`src/rtl/tmr_pkg.sv`:
```
package tmr_pkg;

   typedef enum logic [2:0] {
      CS_STOP     = 3'd0,
      CS_EVERY    = 3'd1,
      CS_DIV_A    = 3'd2,
      CS_DIV_B    = 3'd3,
      CS_DIV_C    = 3'd4,
      CS_DIV_D    = 3'd5,
      CS_EXT_FALL = 3'd6,
      CS_EXT_RISE = 3'd7
   } clk_src_e;

   typedef enum logic [1:0] {
      WV_HOLD   = 2'd0,
      WV_TOGGLE = 2'd1,
      WV_CLR    = 2'd2,
      WV_SET    = 2'd3
   } wave_act_e;

   localparam int unsigned N_TAPS = 4;
   localparam int unsigned N_FIX  = 4;

endpackage

```
`src/rtl/tmr_clk_sel.sv`:
```
module tmr_clk_sel
   import tmr_pkg::*;
#(
   parameter int unsigned PRE_W = 10,
   parameter int unsigned TAP_LOG2 [N_TAPS] = '{3, 6, 8, 10}
) (
   input  logic       clk,
   input  logic       rst_n,
   input  logic [2:0] sel,
   input  logic       ext_in,
   output logic       tick
);

   logic [PRE_W-1:0]  pre_q;
   logic [N_TAPS-1:0] tap_hit;
   logic              sync1_q, sync2_q, prev_q;
   logic              ext_rise, ext_fall;

   for (genvar i = 0; i < N_TAPS; i++) begin : g_tap
      if (TAP_LOG2[i] < 1 || TAP_LOG2[i] > PRE_W) begin : g_bad
         $error("tmr_clk_sel: tap %0d outside prescaler width", i);
      end
      assign tap_hit[i] = &pre_q[TAP_LOG2[i]-1:0];
   end

   always_ff @(posedge clk or negedge rst_n) begin
      if (!rst_n) begin
         pre_q   <= '0;
         sync1_q <= 1'b0;
         sync2_q <= 1'b0;
         prev_q  <= 1'b0;
      end else begin
         pre_q   <= pre_q + 1'b1;
         sync1_q <= ext_in;
         sync2_q <= sync1_q;
         prev_q  <= sync2_q;
      end
   end

   assign ext_rise = sync2_q & ~prev_q;
   assign ext_fall = ~sync2_q & prev_q;

   always_comb begin
      unique case (clk_src_e'(sel))
         CS_STOP:     tick = 1'b0;
         CS_EVERY:    tick = 1'b1;
         CS_DIV_A:    tick = tap_hit[0];
         CS_DIV_B:    tick = tap_hit[1];
         CS_DIV_C:    tick = tap_hit[2];
         CS_DIV_D:    tick = tap_hit[3];
         CS_EXT_FALL: tick = ext_fall;
         CS_EXT_RISE: tick = ext_rise;
         default:     tick = 1'b0;
      endcase
   end

   // a stopped source never yields a count enable
   assert_stop_no_tick_R2: assert property (@(posedge clk) disable iff (!rst_n)
      (sel == 3'd0) |-> !tick);

   // an external edge pulse lasts one cycle
   assert_ext_pulse_R3: assert property (@(posedge clk) disable iff (!rst_n)
      ext_rise |=> !ext_rise);

endmodule

```
`src/rtl/tmr_counter.sv`:
```
module tmr_counter #(
   parameter int unsigned W = 16
) (
   input  logic         clk,
   input  logic         rst_n,
   input  logic         step,
   input  logic         clr,
   input  logic         updown,
   input  logic [W-1:0] top_val,
   output logic [W-1:0] cnt_q,
   output logic         dir_down,
   output logic         top_evt,
   output logic         ovf_evt
);

   logic         dir_q;
   logic [W-1:0] cnt_d;
   logic         dir_d;
   logic         at_top, at_bot;

   if (W < 2) begin : g_bad_w
      $error("tmr_counter: width must be at least 2");
   end

   assign at_top  = (cnt_q >= top_val);
   assign at_bot  = (cnt_q == '0);
   assign top_evt = step && !dir_q && at_top;
   assign ovf_evt = updown ? (step && dir_q && at_bot) : top_evt;

   always_comb begin
      cnt_d = cnt_q;
      dir_d = dir_q;
      if (clr) begin
         cnt_d = '0;
         dir_d = 1'b0;
      end else if (step) begin
         if (!updown) begin
            dir_d = 1'b0;
            cnt_d = at_top ? '0 : cnt_q + 1'b1;
         end else if (!dir_q) begin
            if (!at_top) begin
               cnt_d = cnt_q + 1'b1;
            end else if (top_val == '0) begin
               cnt_d = '0;
            end else begin
               cnt_d = cnt_q - 1'b1;
               dir_d = 1'b1;
            end
         end else begin
            if (at_bot) begin
               cnt_d = W'(1);
               dir_d = 1'b0;
            end else begin
               cnt_d = cnt_q - 1'b1;
            end
         end
      end
   end

   always_ff @(posedge clk or negedge rst_n) begin
      if (!rst_n) begin
         cnt_q <= '0;
         dir_q <= 1'b0;
      end else begin
         cnt_q <= cnt_d;
         dir_q <= dir_d;
      end
   end

   assign dir_down = dir_q;

   // no enable and no clear leaves the count alone
   assert_hold_R2: assert property (@(posedge clk) disable iff (!rst_n)
      (!step && !clr) |=> (cnt_q == $past(cnt_q)));

   // clear lands on zero counting up
   assert_clear_R7: assert property (@(posedge clk) disable iff (!rst_n)
      clr |=> (cnt_q == '0 && !dir_q));

   // an upward step below TOP adds exactly one
   assert_step_up_R4: assert property (@(posedge clk) disable iff (!rst_n)
      (step && !clr && !dir_q && (cnt_q < top_val)) |=> (cnt_q == W'($past(cnt_q) + 1'b1)));

   // descent reaching zero turns upward
   assert_turn_bottom_R6: assert property (@(posedge clk) disable iff (!rst_n)
      (step && !clr && updown && dir_q && cnt_q == '0) |=> (!dir_q && cnt_q == W'(1)));

endmodule

```
`src/rtl/tmr_cmp_chan.sv`:
```
module tmr_cmp_chan
   import tmr_pkg::*;
#(
   parameter int unsigned W = 16,
   parameter logic [W-1:0] RST_CMP = '1
) (
   input  logic         clk,
   input  logic         rst_n,
   input  logic         step,
   input  logic         wr,
   input  logic [W-1:0] wdata,
   input  logic         buf_en,
   input  logic         load_evt,
   input  logic [W-1:0] cnt,
   input  logic         dir_down,
   input  logic         updown,
   input  logic [1:0]   mode,
   output logic         match_evt,
   output logic         wave
);

   logic [W-1:0] pend_q;
   logic [W-1:0] act_q;
   logic         wave_d;
   logic         falling_leg;

   assign match_evt   = step && (cnt == act_q);
   assign falling_leg = updown && dir_down;

   always_comb begin
      wave_d = wave;
      if (match_evt) begin
         unique case (wave_act_e'(mode))
            WV_HOLD:   wave_d = wave;
            WV_TOGGLE: wave_d = ~wave;
            WV_CLR:    wave_d = falling_leg;
            WV_SET:    wave_d = ~falling_leg;
            default:   wave_d = wave;
         endcase
      end
   end

   always_ff @(posedge clk or negedge rst_n) begin
      if (!rst_n) begin
         pend_q <= RST_CMP;
         act_q  <= RST_CMP;
         wave   <= 1'b0;
      end else begin
         wave <= wave_d;
         if (wr) begin
            pend_q <= wdata;
         end
         if (wr && !buf_en) begin
            act_q <= wdata;
         end else if (buf_en && load_evt) begin
            act_q <= pend_q;
         end
      end
   end

   // unbuffered write takes effect on its clock
   assert_direct_load_R8: assert property (@(posedge clk) disable iff (!rst_n)
      (wr && !buf_en) |=> (act_q == $past(wdata)));

   // buffered active value waits for TOP
   assert_buffer_hold_R8: assert property (@(posedge clk) disable iff (!rst_n)
      (buf_en && !load_evt) |=> (act_q == $past(act_q)));

   // pin moves only on a match
   assert_wave_quiet_R10: assert property (@(posedge clk) disable iff (!rst_n)
      !match_evt |=> (wave == $past(wave)));

endmodule

```
`src/rtl/updn_timer16.sv`:
```
module updn_timer16
   import tmr_pkg::*;
#(
   parameter int unsigned W = 16,
   parameter int unsigned N_CMP = 2,
   parameter int unsigned PRE_W = 10,
   parameter int unsigned TAP_LOG2 [N_TAPS] = '{3, 6, 8, 10},
   parameter logic [W-1:0] TOP_FIX [N_FIX] = '{16'h00FF, 16'h01FF, 16'h03FF, 16'hFFFF},
   localparam int unsigned NF = N_CMP + 1
) (
   input  logic               clk,
   input  logic               rst_n,
   input  logic [2:0]         clk_sel,
   input  logic               ext_cnt_in,
   input  logic               cnt_clr,
   input  logic               updown,
   input  logic               top_use_reg,
   input  logic [1:0]         top_fix_sel,
   input  logic               top_wr,
   input  logic [W-1:0]       top_wdata,
   input  logic               buf_en,
   input  logic [N_CMP-1:0]   cmp_wr,
   input  logic [W-1:0]       cmp_wdata,
   input  logic [2*N_CMP-1:0] wave_mode,
   input  logic [NF-1:0]      flag_clr,
   input  logic [NF-1:0]      irq_mask,
   output logic [W-1:0]       cnt_q,
   output logic               count_down,
   output logic [N_CMP-1:0]   wave_out,
   output logic [NF-1:0]      flags,
   output logic               irq
);

   logic             tick, step;
   logic [W-1:0]     top_reg_q;
   logic [W-1:0]     top_val;
   logic             top_evt, ovf_evt;
   logic [N_CMP-1:0] match_evt;
   logic [NF-1:0]    set_evt;

   if (N_CMP < 1) begin : g_bad_n
      $error("updn_timer16: at least one compare channel required");
   end

   tmr_clk_sel #(
      .PRE_W    (PRE_W),
      .TAP_LOG2 (TAP_LOG2)
   ) u_clk_sel (
      .clk    (clk),
      .rst_n  (rst_n),
      .sel    (clk_sel),
      .ext_in (ext_cnt_in),
      .tick   (tick)
   );

   assign step = tick & ~cnt_clr;

   always_ff @(posedge clk or negedge rst_n) begin
      if (!rst_n) begin
         top_reg_q <= '1;
      end else if (top_wr) begin
         top_reg_q <= top_wdata;
      end
   end

   assign top_val = top_use_reg ? top_reg_q : TOP_FIX[top_fix_sel];

   tmr_counter #(
      .W (W)
   ) u_counter (
      .clk      (clk),
      .rst_n    (rst_n),
      .step     (step),
      .clr      (cnt_clr),
      .updown   (updown),
      .top_val  (top_val),
      .cnt_q    (cnt_q),
      .dir_down (count_down),
      .top_evt  (top_evt),
      .ovf_evt  (ovf_evt)
   );

   for (genvar i = 0; i < N_CMP; i++) begin : g_chan
      tmr_cmp_chan #(
         .W (W)
      ) u_chan (
         .clk       (clk),
         .rst_n     (rst_n),
         .step      (step),
         .wr        (cmp_wr[i]),
         .wdata     (cmp_wdata),
         .buf_en    (buf_en),
         .load_evt  (top_evt),
         .cnt       (cnt_q),
         .dir_down  (count_down),
         .updown    (updown),
         .mode      (wave_mode[2*i +: 2]),
         .match_evt (match_evt[i]),
         .wave      (wave_out[i])
      );
   end

   assign set_evt = {match_evt, ovf_evt};

   always_ff @(posedge clk or negedge rst_n) begin
      if (!rst_n) begin
         flags <= '0;
      end else begin
         flags <= (flags & ~flag_clr) | set_evt;
      end
   end

   assign irq = |(flags & irq_mask);

   for (genvar f = 0; f < NF; f++) begin : g_flag_chk
      // a flag stays up until a clear
      assert_flag_sticky_R11: assert property (@(posedge clk) disable iff (!rst_n)
         (flags[f] && !flag_clr[f]) |=> flags[f]);
      // an event always lands in its flag, even against a clear
      assert_flag_set_R9: assert property (@(posedge clk) disable iff (!rst_n)
         set_evt[f] |=> flags[f]);
   end

endmodule

```
`config.mk`:
```
export PLATFORM = sky130hd
export DESIGN_NAME = updn_timer16
export DESIGN_NICKNAME = d
export VERILOG_FILES = /design/src/rtl/tmr_pkg.sv /design/src/rtl/tmr_clk_sel.sv /design/src/rtl/tmr_counter.sv /design/src/rtl/tmr_cmp_chan.sv /design/src/rtl/updn_timer16.sv
export SDC_FILE = /design/constraint.sdc
export NUM_CORES = 1
export LEC_CHECK = 0
export BUFFER_PORTS_ARGS = -buffer_cell sky130_fd_sc_hd__buf_4
export CAP_MARGIN = 25
export CORE_UTILIZATION = 55
export CTS_BUF_LIST = sky130_fd_sc_hd__clkbuf_2
export CTS_CLUSTER_SIZE = 28
export DETAILED_ROUTE_END_ITERATION = 8
export PLACE_DENSITY = 0.76
export REMOVE_ABC_BUFFERS = 1
export SETUP_SLACK_MARGIN = 0.4
export SLEW_MARGIN = 15
export SYNTH_ARGS = -nofsm -noshare
export SYNTH_HDL_FRONTEND = slang
export SYNTH_SLANG_ARGS = --single-unit
export TNS_END_PERCENT = 10
```
`constraint.sdc`:
```
create_clock -name clk -period 5.5 [get_ports clk]
set_input_delay 0.275 -clock clk [delete_from_list [all_inputs] [get_ports clk]]
set_output_delay 0.275 -clock clk [all_outputs]
set_load 0.005 [all_outputs]
```
* After elaboration in Yosys (flattened, before gate mapping)
Index checks and enable logic that the tools add are counted.
** Operators by class
- Add/subtract/negate cells :: 3
- Order comparisons :: 2
- Equality and inequality tests :: 15
- Muxes and demuxes :: 27
- Bitwise operators :: 16
- Reductions and logical operators :: 27
** Operator list (number)
- 16-bit two-way mux :: 15
- 16-bit binary-select mux with 2-bit select :: 1
- 16-bit equality test :: 2
- 16-bit logical NOT :: 2
- 16-bit by 1-bit adder with 16-bit output (second input constant) :: 1
- 16-bit greater-or-equal comparator :: 1
- 16-bit by 1-bit subtractor with 16-bit output (second input constant) :: 1
- 3-bit equality test (second input constant) :: 4
- 10-bit by 1-bit adder with 10-bit output (second input constant) :: 1
- 1-bit logical AND :: 10
- 10-bit AND reduction :: 1
- 2-bit equality test (second input constant) :: 4
- 1-bit two-way mux :: 8
- 1-bit NOT :: 8
- 1-bit one-hot mux with 8 select lines :: 1
- 8-bit AND reduction :: 1
- 3-bit bitwise AND :: 2
- 3-bit by 2-bit equality test with 1-bit output (second input constant) :: 2
- 1-bit one-hot mux with 3 select lines :: 2
- 6-bit AND reduction :: 1
- 2-bit nonzero test :: 3
- 2-bit by 1-bit equality test with 1-bit output (second input constant) :: 2
- 2-bit logical NOT :: 2
- 2-bit AND reduction :: 2
- 10 further kinds :: 13
** Word-level totals
- Register bits :: 115
- Output and inout bits :: 23
- Word-level logic and storage cells :: 104

* Logic depth before layout (Yosys ltp)
Gate-level depths: netlist (run 1).
- Depth in word-level cells :: 12
- Depth in mapped cells :: 15
- Depth with buffers taken out :: 10

* Cells and area by module
Synthesis (run 1) repeated with hierarchy kept, for this count alone.
** Second synthesis, totals
- Cells, all modules :: 711
- Area total of the unflattened synthesis :: 7221.9 µm²
** By module, submodules not included
- tmr_cmp_chan :: times used 2, cells an instance 155, area an instance 1790.5 µm², seq. area each 865.8 µm²
- tmr_counter :: times used 1, cells an instance 284, area an instance 2149.6 µm², seq. area each 425.4 µm²
- updn_timer16 :: times used 1, cells an instance 72, area an instance 932.1 µm², seq. area each 495.5 µm²
- tmr_clk_sel :: times used 1, cells an instance 45, area an instance 559.3 µm², seq. area each 325.3 µm²

* Least setup slack after synthesis (run 1)
No wires, ideal clock.
- Path type :: input to register
- From :: in top_use_reg
- To :: reg g_chan[0].u_chan.act_q[0]
- Setup time :: 96 ps
- Data arrival time :: 3031 ps
- Data required time :: 5404 ps
- Slack :: 2373 ps
- Cell stages on the path :: 15
- Buffers on the path :: 5
- Cells stage by stage :: clkbuf_1 -> and3b_1 -> clkbuf_1 -> a21oi_1 -> ha_1 -> nand2_1 -> nor4_2 -> or4b_4 -> and3b_1 -> buf_6 -> or3_1 -> buf_6 -> buf_6 -> nand2_1 -> a31oi_1
** On the way
- Word-level cells in the longest chain between the ends :: 5
** Ends and longest elaborated chain
- from (decl) :: line updn_timer16.sv:17 : input logic top_use_reg,
- 16-bit two-way mux :: line updn_timer16.sv:66 : assign top_val = top_use_reg ? top_reg_q : TOP_FIX[top_fix_sel];
- 16-bit greater-or-equal comparator :: line tmr_counter.sv:25 : assign at_top = (cnt_q >= top_val);
- 1-bit logical AND :: line tmr_counter.sv:27 : assign top_evt = step && !dir_q && at_top;
- 1-bit logical AND :: line tmr_cmp_chan.sv:55 : end else if (buf_en && load_evt) begin
- 2-bit nonzero test (no source line)
- to (signal assigned) :: line tmr_cmp_chan.sv:54 : act_q <= wdata;
- to (signal assigned) :: line tmr_cmp_chan.sv:56 : act_q <= pend_q;
- to (decl) :: line tmr_cmp_chan.sv:23 : logic [W-1:0] act_q;
Every way passes these cells.
A chain may end at the register's enable or synchronous reset.

* Final worst setup path (run 1)
- From :: reg u_counter.cnt_q[0]
- To :: reg g_chan[0].u_chan.act_q[15]
** On the way
- Word-level cells in the longest chain between the ends :: 4
** Ends and longest elaborated chain
- from (decl) :: line tmr_counter.sv:10 : output logic [W-1:0] cnt_q,
- from (signal assigned) :: line tmr_counter.sv:65 : cnt_q <= cnt_d;
- 16-bit greater-or-equal comparator :: line tmr_counter.sv:25
- 1-bit logical AND :: line tmr_counter.sv:27
- 1-bit logical AND :: line tmr_cmp_chan.sv:55
- 2-bit nonzero test (no source line)
Every way passes these cells.

==> flow_summary.yaml, run 1 <==
global_routing:
  grtUsageTotal: 0.289
  grt_pass1_wl_um: 29400
  overflow: 0
  grt_max_degree: 80
  grt_pass1_vias: 6138
  antenna_found_initial: 0
min_path:
  worstHoldPathType: "input port to flop"
  holdPathStages: 2
  holdPathEnd: "g_chan[1].u_chan.act_q[15]$_DFFE_PN1P_"
  hold_path.startpoint: "buf_en"
power_and_ir_drop:
  clockPowerShare: 0.315
  ir_drop_mv: 0.245
  power_frac_seq: 0.502
  switchingPower_uw: 582
  p_leak_uw: 0.00349
  comb_power_share: 0.183
  p_int_uw: 1460
  p_sw_frac: 0.285
  p_per_area_mw_per_mm2: 239
timing:
  rsz0062_at_grt: "false"
  setup_violations: 0
  tightest_slew_ns: 0.879
  fmax_mhz: 280
  period_minus_slack_ns: 3.57
  setup_ws_ns: 1.93
  hold_violations: 0
  setup_tns_ns: 0
  clock_skew_ns: 0.0374
  relSlewSlack: 0.412
  post-route-period-util: 0.649
  holdWs_ns: 0.109
  slew_violations: 0
floorplan:
  die_w_um: 115
  die_h_um: 115
  die-area_mm2: 0.0133
  core_mm2: 0.0123
  io_pins: 80
  start_util: 0.574
  fp-row-count: 40
synthesis:
  yosysUniqueCellTypes: 65
  yosysSeqAreaShare: 0.423
  syn_area_mm2: 0.00704
  yosys_warnings: 0
  async_reset_ff_frac: 1.00
  synth_edf_count: 0
  syn_inst: 729
  yosys_register_bits: 115
  syn_avg_cell_area_um2: 9.66
  synth_top_flop_cell: "dfstp_2"
clock_network:
  cts_tree: "yes"
  cts_resized: 0
  worstSkewPairLatency_ns: 0.72
  clock_sinks: 115
  htree_levels: 4
  cts_root_buffer: "clkbuf_2"
  numCtsBuffers: 17
  post_cts_buffers: 0
  postCtsHoldBufs: 62
  cts_buffer_depth: 2
  clkTransAtPathRegs_ns: 0.20
layout:
  layout-drive-gt1-share: 0.302
  postLayoutCoreUtil: 0.697
  areaGrowthSynthToFinish_pct: 21.3
  diodes: 0
  nets: 915
job:
  maxCapViolations: 0
drt:
  wire_per_inst_um: 17.8
  drt_iter0_markers: 491
  viasPerCell: 6.05
  vias: 6159
  postRouteAntennaNets: 0
  remaining_drc_errors: 0
  finalWirelength_um: 18100
  firstDrtPassIters: 6
worst_setup_path:
  worstSetupEndpointType: "flop"
  required_ns: 6.13
  critPathLaunchType: "flop"
  worst_ep_arrival_time_ns: 4.20
  ff2ff_setup_slack_ns: 1.93
  worstReg2RegStart: "u_counter.cnt_q[0]$_DFFE_PN0P_"
  rr_endpoint: "g_chan[0].u_chan.act_q[15]$_DFFE_PN1P_"
  crit_path_max_fanout: 21
  critical_path_class: "flop to flop"
  reg2regPathDepth: 10
placement:
  detailed_place_hpwl_um: 11700
  routabilityCongestion: 0.908
  place_ws_ns: 1.83
  portBuffers: 79
status:
  status: "finished, final reports clean"
==> cell usage after synthesis (all sizes together), types with 24 or more instances <==
cell / count / share of area
a211oi: 34 / 0.036
xnor2: 45 / 0.056
dfrtp: 35 / 0.12
nor2b: 39 / 0.035
o21ai: 24 / 0.017
nand2: 96 / 0.051
a21oi: 26 / 0.018
mux2: 48 / 0.077
clkbuf: 37 / 0.020
a31oi: 37 / 0.033
dfstp: 80 / 0.30
==> critical path, stage by stage, from the launching register on <==
cell and delay, ns:
dfrtp_1 0.67, inv_1 0.17, ha_1 0.31, nand2b_1 0.13, a2111oi_0 0.39, or4b_4 0.22
and3b_1 0.54, or3_1 0.56, buf_16 0.22, nand2_1 0.06, a31oi_1 0.20
==> power by group through the flow <==
stage | clock (uW) | sequential, uW | combinational, uW
2_1_floorplan | 0 | 1020 | 207
3_3_place_gp | 0 | 1030 | 310
3_5_place_dp | 0 | 1040 | 325
4_1_cts | 659 | 1020 | 368
5_1_grt | 697 | 1040 | 413
6_report | 642 | 1020 | 374
==> logic make-up (layout without fill, tap and decap cells) <==
family	count (synthesis)	after routing	synth area share
and+or+nand+nor	247	247	0.181
AOI/OAI and AO/OA	169	169	0.163
DFF	115	115	0.423
buffers and inverters	70	191	0.0460
xor gates and xnor gates	58	58	0.0721
muxes	49	49	0.0782
adders and majority gates	21	21	0.0373
==> sequential cells by signal, summed over array words and instances, names as in the netlist, 2 cells and up <==
name and flops:
flags 3, u_counter.cnt_q 16, g_chan.u_chan.pend_q 32, g_chan.u_chan.wave 2
g_chan.u_chan.act_q 32, u_clk_sel.pre_q 10, top_reg_q 16
==> cells in the final DEF, fill, tap and decap left out, types with 21 or more instances in the layout <==
master,count
xnor2_1,45
nand2_1,96
ha_1,21
dfstp_2,80
a211oi_1,34
dlygate4sd3_1,62
a31oi_1,37
buf_4,82
mux2_2,48
o21ai_0,22
dfrtp_1,35
nor2b_1,39
a21oi_1,26
==> stage by stage <==
stage / cell area [um2] / total power (uW) / instances
CTS: 8520 / 2050 / 1017
global route: 8550 / 2150 / 1018
global placement: 7590 / 1340 / 921
floorplan: 6760 / 1220 / 671
detailed placement: 7620 / 1360 / 923
finish: 8550 / 2040 / 1018
==> how the worst max path moves through the flow <==
stage	from	endpoint	cells after the start
3_3_place_gp	top_use_reg	g_chan[1].u_chan.act_q[9]$_DFFE_PN1P_	11
3_5_place_dp	top_use_reg	g_chan[1].u_chan.act_q[2]$_DFFE_PN1P_	12
2_1_floorplan	top_use_reg	g_chan[0].u_chan.act_q[0]$_DFFE_PN1P_	10
4_1_cts	u_counter.cnt_q[0]$_DFFE_PN0P_	g_chan[0].u_chan.act_q[15]$_DFFE_PN1P_	10
5_1_grt	u_counter.cnt_q[0]$_DFFE_PN0P_	g_chan[0].u_chan.act_q[15]$_DFFE_PN1P_	10
6_report	u_counter.cnt_q[0]$_DFFE_PN0P_	g_chan[0].u_chan.act_q[15]$_DFFE_PN1P_	10
==> area by class of cell <==
type / instances / area [um2]
multi-input cells: 544 / 3740
repair buffers: 147 / 1300
fillers: 922 / 3720
inverters: 12 / 45.0
flip-flops and latches: 115 / 2980
well taps: 168 / 210
clock buffers: 18 / 90.1
clock inverters: 14 / 185
==> metal layers <==
metal / part of all wire / track usage / routed length [um] / up-vias
met5: 0 / 0 / 0 / -
met4: 0.026 / 0.131 / 473 / 0
met3: 0.066 / 0.0633 / 1190 / 53
met2: 0.49 / 0.478 / 8780 / 253
met1: 0.42 / 0.362 / 7620 / 2990
li1: - / - / - / 2863
No activity file was read; power rests on OpenSTA's default activity.
==> run 2: changes to the inputs <==
==> constraint.sdc (replaced) <==
create_clock -name clk -period 3.75 [get_ports clk]
set_input_delay 0.1875 -clock clk [delete_from_list [all_inputs] [get_ports clk]]
set_output_delay 0.1875 -clock clk [all_outputs]
set_load 0.005 [all_outputs]
==> run 2 against run 1 <==
Effect of this change:
- sequential share of layout area decreased by 0.061 points
- sequential power rose by 47%
- first-iteration DRC count is 7.1% lower
- die area unchanged
- critical path depth decreased by 1
- largest cell class unchanged
==> flow_summary.yaml, run 2 (same netlist as run 1, synthesis figures left out) <==
timing:
  holdWs_ns: 0.105
  post-route-period-util: 0.832
  setup_ws_ns: 0.628
  slew_violations: 0
  clock_skew_ns: 0.0370
  hold_violations: 0
  rsz0062_at_grt: "false"
  tightest_slew_ns: 0.905
  setup_violations: 0
  setup_tns_ns: 0
  fmax_mhz: 320
  relSlewSlack: 0.394
  period_minus_slack_ns: 3.12
worst_setup_path:
  worst_ep_arrival_time_ns: 3.76
  cp_slowest_cell: "dfrtp_1"
  critical_path_class: "flop to flop"
  crit_path_max_fanout: 32
  required_ns: 4.39
  critPathLaunchType: "flop"
  critPathMaxStageDelay_ns: 0.59
  worstSetupEndpointType: "flop"
  timing.critical_path.mode_cell: "nand2_1"
  cp_cell_sequence: "ha_1, nand2_1, nor4_2, or4b_4, and3b_1, nor3_2, buf_4, nand2_1, a31oi_1"
drt:
  finalWirelength_um: 18000
  viasPerCell: 5.98
  wl_met2_um: 8910
  drt_iter0_markers: 456
  remaining_drc_errors: 0
  wire_per_inst_um: 17.4
  firstDrtPassIters: 6
  wl_met3_um: 1260
  top_layer: "met4"
  wl_met1_um: 7350
  vias: 6163
  postRouteAntennaNets: 0
clock_network:
  htree_levels: 4
  cts_tree: "yes"
  worstSkewPairLatency_ns: 0.72
  cts_root_buffer: "clkbuf_2"
  numCtsBuffers: 17
  clkTransAtPathRegs_ns: 0.19
  cts_buffer_depth: 2
  cts_resized: 0
  clock_sinks: 115
floorplan:
  die_w_um: 115
  io_pins: 80
  fp-row-count: 40
  die_h_um: 115
  core_mm2: 0.0123
  start_util: 0.574
  die-area_mm2: 0.0133
power_and_ir_drop:
  p_sw_frac: 0.291
  clockPowerShare: 0.273
  p_leak_uw: 0.00353
  comb_power_share: 0.197
  p_total_uw: 2820
  p_per_area_mw_per_mm2: 330
  p_int_uw: 2000
  ir_drop_mv: 0.277
  switchingPower_uw: 822
  power_frac_seq: 0.530
global_routing:
  grt_pass1_wl_um: 30000
  grt_max_degree: 71
  grt_pass1_vias: 6096
  antenna_found_initial: 1
  grtUsageTotal: 0.295
  overflow: 0
placement:
  place_ws_ns: 0.569
  detailed_place_hpwl_um: 11900
  placed_cell_area_mm2: 0.00771
  routabilityCongestion: 0.902
  portBuffers: 79
layout:
  areaGrowthSynthToFinish_pct: 21.5
  final_cell_area_mm2: 0.00856
  nets: 928
  layout_commonest_cell: "nand2_1"
  layout-drive-gt1-share: 0.309
  reg_top3: "g_chan.u_chan.act_q x32, g_chan.u_chan.pend_q x32"
  final_cell_mix: "96 x nand2_1, 95 x buf_4, 80 x dfstp_2"
job:
  maxCapViolations: 0
min_path:
  worstHoldPathType: "input port to asynchronous set/reset pin"
status:
  status: "finished, final reports clean"
run 2: final timing paths:
path                                                 start                                endpoint  slack, ns  cells past startpoint
setup / recovery           u_counter.cnt_q[15]$_DFFE_PN0P_  g_chan[0].u_chan.act_q[12]$_DFFE_PN1P_       0.63                      9
hold / removal                                       rst_n       g_chan[0].u_chan.wave$_DFFE_PN0P_       0.10                      2
setup reg to reg           u_counter.cnt_q[15]$_DFFE_PN0P_  g_chan[0].u_chan.act_q[12]$_DFFE_PN1P_       0.63                      9
hold reg to reg                u_clk_sel.sync1_q$_DFF_PN0_             u_clk_sel.sync2_q$_DFF_PN0_       0.37                      0
max in group asynchronous                            rst_n               top_reg_q[15]$_DFFE_PN1P_       2.69                      3
min in group clk                                ext_cnt_in             u_clk_sel.sync1_q$_DFF_PN0_       0.12                      2
run 2: through the flow:
step,instances,utilization
2_1_floorplan,671,-
3_5_place_dp,935,0.629
4_1_cts,1029,0.697
6_report,1031,0.698
3_3_place_gp,935,0.629
5_1_grt,1031,0.698
run 2: worst max-delay path, delay by kind of cell (launching register included):
kind / cells / cell delay [ns]
buffers and inverters: 1 / 0.35
and+or+nand+nor: 6 / 1.47
DFF: 1 / 0.59
adders and majority gates: 1 / 0.39
AOI/OAI and AO/OA: 1 / 0.22
run 2: power by group through the flow:
stage / Sequential, uW / Combinational, uW / Clock, uW
after CTS: 1500 / 552 / 795
after global placement: 1510 / 463 / 0
final: 1500 / 557 / 771
after floorplan: 1490 / 304 / 0
after detailed placement: 1520 / 487 / 0
after global routing: 1510 / 618 / 849
run 2: what timing repair did:
item                                   CTS  global route
endpoints found under the hold margin  162             1
hold buffers                            63             1
buffers inserted                         0             0
run 2: final cells by class:
class                      count  area, um2
fill                         952       3700
timing repair buffer         160       1370
antenna                        1       2.50
inverter                      12       45.0
clock buffer                  19       95.1
clock inverter                12        115
multi-input combinational    544       3740
sequential                   115       2980
tap                          168        210
run 2: metal layers:
layer / GRT usage / vias up
met1: 0.372 / 2961
met4: 0.120 / 0
li1: - / 2890
met5: 0 / -
met3: 0.0643 / 45
met2: 0.492 / 267
